**src/rtl/xframe_tx.sv**
```systemverilog
module xframe_tx #(
  parameter int DW = 17
) (
  input  logic          clk,
  input  logic          rst_n,
  input  logic          tick,
  input  logic          start,
  input  logic [DW-1:0] data,
  input  logic [4:0]    len,
  input  logic          msb_first,
  input  logic [1:0]    par_mode,
  input  logic          two_stop,
  input  logic          manch,
  output logic          txd,
  output logic          busy,
  output logic          done
);
  localparam int LW = $clog2(DW + 1);

  typedef enum logic [2:0] {S_IDLE, S_START, S_DATA, S_PAR, S_STOP} st_t;

  st_t           st;
  logic          half, stop_idx;
  logic [LW-1:0] pos, len_q;
  logic [DW-1:0] data_q;
  logic          msb_q, two_q, man_q, par_en_q, par_q;

  logic          len_ok;
  logic [LW-1:0] len_eff;
  logic          par_calc, cur, bitsel;
  logic [LW-1:0] idx;

  assign len_ok  = ((len >= 5 && len <= 9) || (len >= 13 && len <= 17)) && (int'(len) <= DW);
  assign len_eff = len_ok ? LW'(len) : LW'(8);

  always_comb begin
    par_calc = par_mode[1];
    for (int i = 0; i < DW; i++)
      if (i < int'(len_eff)) par_calc ^= data[i];
  end

  assign busy   = (st != S_IDLE);
  assign idx    = msb_q ? LW'(len_q - pos - 1'b1) : pos;
  assign bitsel = data_q[idx];

  always_comb begin
    case (st)
      S_START: cur = 1'b0;
      S_DATA:  cur = bitsel;
      S_PAR:   cur = par_q;
      default: cur = 1'b1;
    endcase
  end

  assign txd = (man_q && (st == S_START || st == S_DATA)) ? (half ? cur : ~cur) : cur;

  always_ff @(posedge clk or negedge rst_n) begin
    if (!rst_n) begin
      st <= S_IDLE; half <= 1'b0; stop_idx <= 1'b0; pos <= '0; len_q <= LW'(8);
      data_q <= '0; msb_q <= 1'b0; two_q <= 1'b0; man_q <= 1'b0;
      par_en_q <= 1'b0; par_q <= 1'b0; done <= 1'b0;
    end else begin
      done <= 1'b0;
      if (st == S_IDLE) begin
        if (start) begin
          st       <= S_START;
          half     <= 1'b0;
          stop_idx <= 1'b0;
          pos      <= '0;
          len_q    <= len_eff;
          data_q   <= data;
          msb_q    <= msb_first;
          two_q    <= two_stop;
          man_q    <= manch;
          par_en_q <= !manch && (par_mode == 2'b01 || par_mode == 2'b10);
          par_q    <= par_calc;
        end
      end else if (tick) begin
        half <= ~half;
        if (half) begin
          case (st)
            S_START: begin st <= S_DATA; pos <= '0; end
            S_DATA:
              if (pos == len_q - 1'b1) st <= par_en_q ? S_PAR : S_STOP;
              else pos <= pos + 1'b1;
            S_PAR: st <= S_STOP;
            S_STOP:
              if (two_q && !stop_idx) stop_idx <= 1'b1;
              else begin st <= S_IDLE; done <= 1'b1; end
            default: st <= S_IDLE;
          endcase
        end
      end
    end
  end

  assert_idle_high_R1: assert property (@(posedge clk) disable iff (!rst_n)
    !busy |-> txd);
  assert_start_low_R2: assert property (@(posedge clk) disable iff (!rst_n)
    (st == S_START && !man_q) |-> !txd);
  assert_len_legal_R3: assert property (@(posedge clk) disable iff (!rst_n)
    busy |-> ((len_q >= 5 && len_q <= 9) || (len_q >= 13 && len_q <= 17)));
  assert_stop_high_R6: assert property (@(posedge clk) disable iff (!rst_n)
    (st == S_STOP) |-> txd);
  assert_no_par_manch_R7: assert property (@(posedge clk) disable iff (!rst_n)
    man_q |-> (st != S_PAR));
  assert_ignore_busy_R8: assert property (@(posedge clk) disable iff (!rst_n)
    (busy && start) |=> $stable(data_q));
  assert_done_pulse_R8: assert property (@(posedge clk) disable iff (!rst_n)
    done |=> !done);
endmodule

```
**config.mk**
```make
export PLATFORM = sky130hd
export DESIGN_NAME = xframe_tx
export DESIGN_NICKNAME = d
export VERILOG_FILES = /design/src/rtl/xframe_tx.sv
export SDC_FILE = /design/constraint.sdc
export NUM_CORES = 1
export LEC_CHECK = 0
export BUFFER_PORTS_ARGS = -buffer_cell sky130_fd_sc_hd__buf_2
export CORE_MARGIN = 3
export CORE_UTILIZATION = 46
export CTS_BUF_LIST = sky130_fd_sc_hd__clkbuf_8
export DETAILED_ROUTE_END_ITERATION = 12
export PLACE_DENSITY_LB_ADDON = 0.2
export RECOVER_POWER = 25
export SLEW_MARGIN = 20
export SYNTH_ARGS = -nofsm -noshare
export SYNTH_HDL_FRONTEND = slang
export SYNTH_SLANG_ARGS = --single-unit
```
**constraint.sdc**
```tcl
create_clock -name clk -period 3.5 [get_ports clk]
set_input_delay 0.35 -clock clk [delete_from_list [all_inputs] [get_ports clk]]
set_output_delay 0.35 -clock clk [all_outputs]
set_load 0.01 [all_outputs]
```
==> results.md <==
* Result of the run: finished, violations left
* Failing checks: capacitance limit, slew limit
* Source-to-sink clock delay at the later pin of the worst-skew pair at 0.29 ns
* Portion of the post-synthesis area used by sequential elements at 0.372
* Area growth, synth to finish at 14.1%
* Period utilization at 0.949
* Met3 Use GR at 0.0437
* Maximum fanout encountered on the critical timing path at 9
* Num ports at 34
* Leakage power of the design at 0.00127 uW
* Number of distinct library cells after synthesis at 58
* Root buffer cell: sky130_fd_sc_hd__clkbuf_8
* Mean cell area of the mapped netlist at 10.2 sq um
* Total of hold buffers inserted after clock tree synthesis at 0
* Worst-case register-to-register setup slack at 1.37 ns
* Netlist area before placement at 0.00256 sq mm
* Drt wl/cell at 14.2 microns
* Number of detailed-routing iterations run before antenna repair at 4
* Grt ovf at 0
* Critical path capture point type: output port
* Yosys warns at 0
* Met1 usage in global routing at 0.240
* Initial core utilization at 0.489
* Final critical path time including I/O delays and setup at 3.32 ns
* Floorplan row count at 26
* Global routing's busiest layer: met2
* Setup-violating endpoint count in the final report at 0
* N_diodes at 0
* Pin count of the biggest net entering global routing at 39
* Worst endpoint data arrival time at 2.97 ns
* Maximum clock frequency at 301 MHz
* Die Outline Area at 0.00650 sq mm
* Number of buffers inserted during clock tree synthesis at 5
* Total Routed Length at 5050 microns
* Worst slew margin relative to its limit at -0.333
* Hold WC Path Type: input port to flop
* Count of placed standard cells in the final layout, fillers left out at 355
* Critical setup path kind: flop to output port
* Via total after detailed routing at 1903
* Async set-or-reset flop fraction in the synthesized netlist at 1.00
* Filler cell count in the final layout at 480
* Area of the core at 0.00524 sq mm
* Initial antenna violation count at 0
* Total power divided by cell area at 905 mW/mm^2
* Largest buffer count on any clock path at 2
* Crit path top cell by count: sky130_fd_sc_hd__mux2i_1
* Setup repair after global routing missed its margin: false
* Cell count after placement at 347
* Share of layout cells above drive strength 1 at 0.267
* Via density per instance at 5.36
* Global-route wire length before repair at 8830 microns
* Worst Max-Slew Pin Slew at 2.00 ns
* Vias in the first global route at 1883
* Largest stage delay on the critical path at 0.43 ns
* Area taken by multi-input logic gates at 0.00153 sq mm
* DRC errors left at 0
* Series of cell instances along the critical path: inv_1, ha_1, mux2i_4, mux2i_1, a22o_1, a221oi_2, mux2_2, a2bb2oi_1, mux2i_1, buf_2
* Buffers added on ports at 33
* Number of pins with negative max-slew slack in the final report at 39
* Number of maximum-capacitance violations at 1
* Cell with the largest stage delay on the worst path: sky130_fd_sc_hd__dfrtp_2
* Residual antenna-violating net count after detailed routing at 0
* Horizontal die dimension at 80.6 microns
* Layout Nets at 322
* H-tree lvl count at 2
* Overall die height at 80.6 microns
* DRC marker count from the first detailed-route iteration at 109
* Worst Setup Start Kind: flop
* Worst VDD drop at 0.467 mV
* Syn Nets at 289
* All-Layer GR Usage at 0.178
* Sinks on Clock Net at 38
* Clock-pin slew on the worst setup and hold paths at 0.08 ns
* Post-Syn Instances at 251
* Required time at the worst-slack endpoint at 3.15 ns
* Number of enable-type register cells in the synthesized netlist at 0
* Total negative slack for setup checks at 0 ns
* Weighted congestion at the end of routability-driven global placement at 0.852
* Clock tree from TritonCTS: built
* Primary flip-flop cell chosen by synthesis mapping: sky130_fd_sc_hd__dfrtp_1
* Placed wire-length estimate at 3860 microns
* Final hold violation count at 0
* Synthesis-stage register bit count at 38
* Met2 usage at 0.284
* Largest clock skew in the final design at 0.00295 ns
* Storage element area at 953 sq um
==> path summary, 6_finish.rpt <==
kind / start / end / cells after the start
max in group asynchronous: rst_n / pos[0] / 1
min reg2reg: data_q[3] / data_q[3] / 1
max reg2reg: len_q[1] / pos[3] / 9
min: start / stop_idx / 2
min in group asynchronous: rst_n / data_q[11] / 1
max: pos[0] / txd / 10
==> cells by family after synthesis <==
| kind of cell | synth area share |
|---|---|
| xor gates and xnor gates | 0.0811 |
| and+or+nand+nor | 0.172 |
| buffers and inverters | 0.0366 |
| muxes | 0.157 |
| adders and majority gates | 0.0371 |
| AOI/OAI and AO/OA | 0.144 |
| DFF | 0.372 |
==> worst max-delay path: cells and delay by family, from the launching register on <==
kind            cells  cell delay (ns)
buf+inv             2             0.22
fa+ha+maj           1             0.34
compound gates      3             0.40
mux                 4             1.29
flops               1             0.43
==> where the power goes <==
group	leakage [uW]	internal (uW)	switching, uW
clock network	0.0000714	304	160
registers	0.000472	637	206
logic	0.000731	689	650
==> what timing repair did <==
action                                  CTS  global route
gates resized for setup                   0             3
setup buffers                             0             0
endpoints found under the setup margin    0             1
==> per-layer routing <==
metal / vias to the layer above / share of wire
met4: 0 / 0.0085
met3: 4 / 0.040
met5: - / 0
met2: 30 / 0.47
met1: 895 / 0.49
li1: 974 / -
==> layout make-up <==
cell class,count,area share
Timing Repair Buffer,34,0.0586
Sequential cell,38,0.326
Clock inverter,2,0.0205
Inverter,10,0.0128
Multi-Input combinational cell,195,0.524
Tap cell,70,0.0300
Clock buffer,6,0.0282
==> flip-flops by register name (all words and copies together), names as in the netlist <==
| register | count |
|---|---|
| pos | 5 |
| data_q | 17 |
| two_q | 1 |
| half | 1 |
| done | 1 |
| stop_idx | 1 |
| len_q | 5 |
| par_q | 1 |
| par_en_q | 1 |
| st | 3 |
| man_q | 1 |
| msb_q | 1 |
==> Yosys cell counts, drive strengths merged (5+ instances only) <==
cell type | number | area [sq um]
mux2 | 24 | 270
nand3 | 6 | 30.0
inv | 10 | 37.5
ha | 6 | 75.1
nor2 | 9 | 33.8
nand2b | 5 | 31.3
dfrtp | 37 | 926
nor2b | 5 | 31.3
o21ai | 17 | 85.1
xnor2 | 18 | 158
nand2 | 24 | 90.1
mux2i | 12 | 133
nor3 | 7 | 40.0
a21oi | 9 | 48.8
==> metrics by stage <==
step | cell area, sq um | util | hold WS (ns) | total power [uW] | setup slack, ns
global placement | 2770 | 0.528 | 0.488 | 2150 | 0.444
global route | 2920 | 0.558 | 0.253 | 2870 | 0.00476
CTS | 2910 | 0.555 | 0.203 | 2640 | 0.0786
floorplan | 2560 | - | 0.0544 | 1890 | 0.724
finish | 2920 | 0.558 | 0.239 | 2650 | 0.177
detailed placement | 2770 | 0.528 | 0.489 | 2170 | 0.416
==> cell usage in the layout, fill, tap and decap left out, types with 3 or more instances in the layout <==
cell type / count
sky130_fd_sc_hd__nor3b_1: 4
sky130_fd_sc_hd__a221oi_2: 3
sky130_fd_sc_hd__xnor2_1: 18
sky130_fd_sc_hd__xor2_1: 3
sky130_fd_sc_hd__and3_1: 3
sky130_fd_sc_hd__nor2_1: 9
sky130_fd_sc_hd__nand3_1: 6
sky130_fd_sc_hd__o21ai_0: 8
sky130_fd_sc_hd__nand2_1: 24
sky130_fd_sc_hd__nor3_1: 6
sky130_fd_sc_hd__nand2b_1: 5
sky130_fd_sc_hd__a21oi_1: 8
sky130_fd_sc_hd__mux2_1: 6
sky130_fd_sc_hd__nor2b_1: 5
sky130_fd_sc_hd__buf_2: 32
sky130_fd_sc_hd__dfrtp_1: 36
sky130_fd_sc_hd__mux2i_1: 11
sky130_fd_sc_hd__mux2_2: 18
sky130_fd_sc_hd__ha_1: 6
sky130_fd_sc_hd__inv_1: 8
sky130_fd_sc_hd__clkbuf_8: 6
sky130_fd_sc_hd__o21ai_1: 9
(Power assumes the default switching activity.)
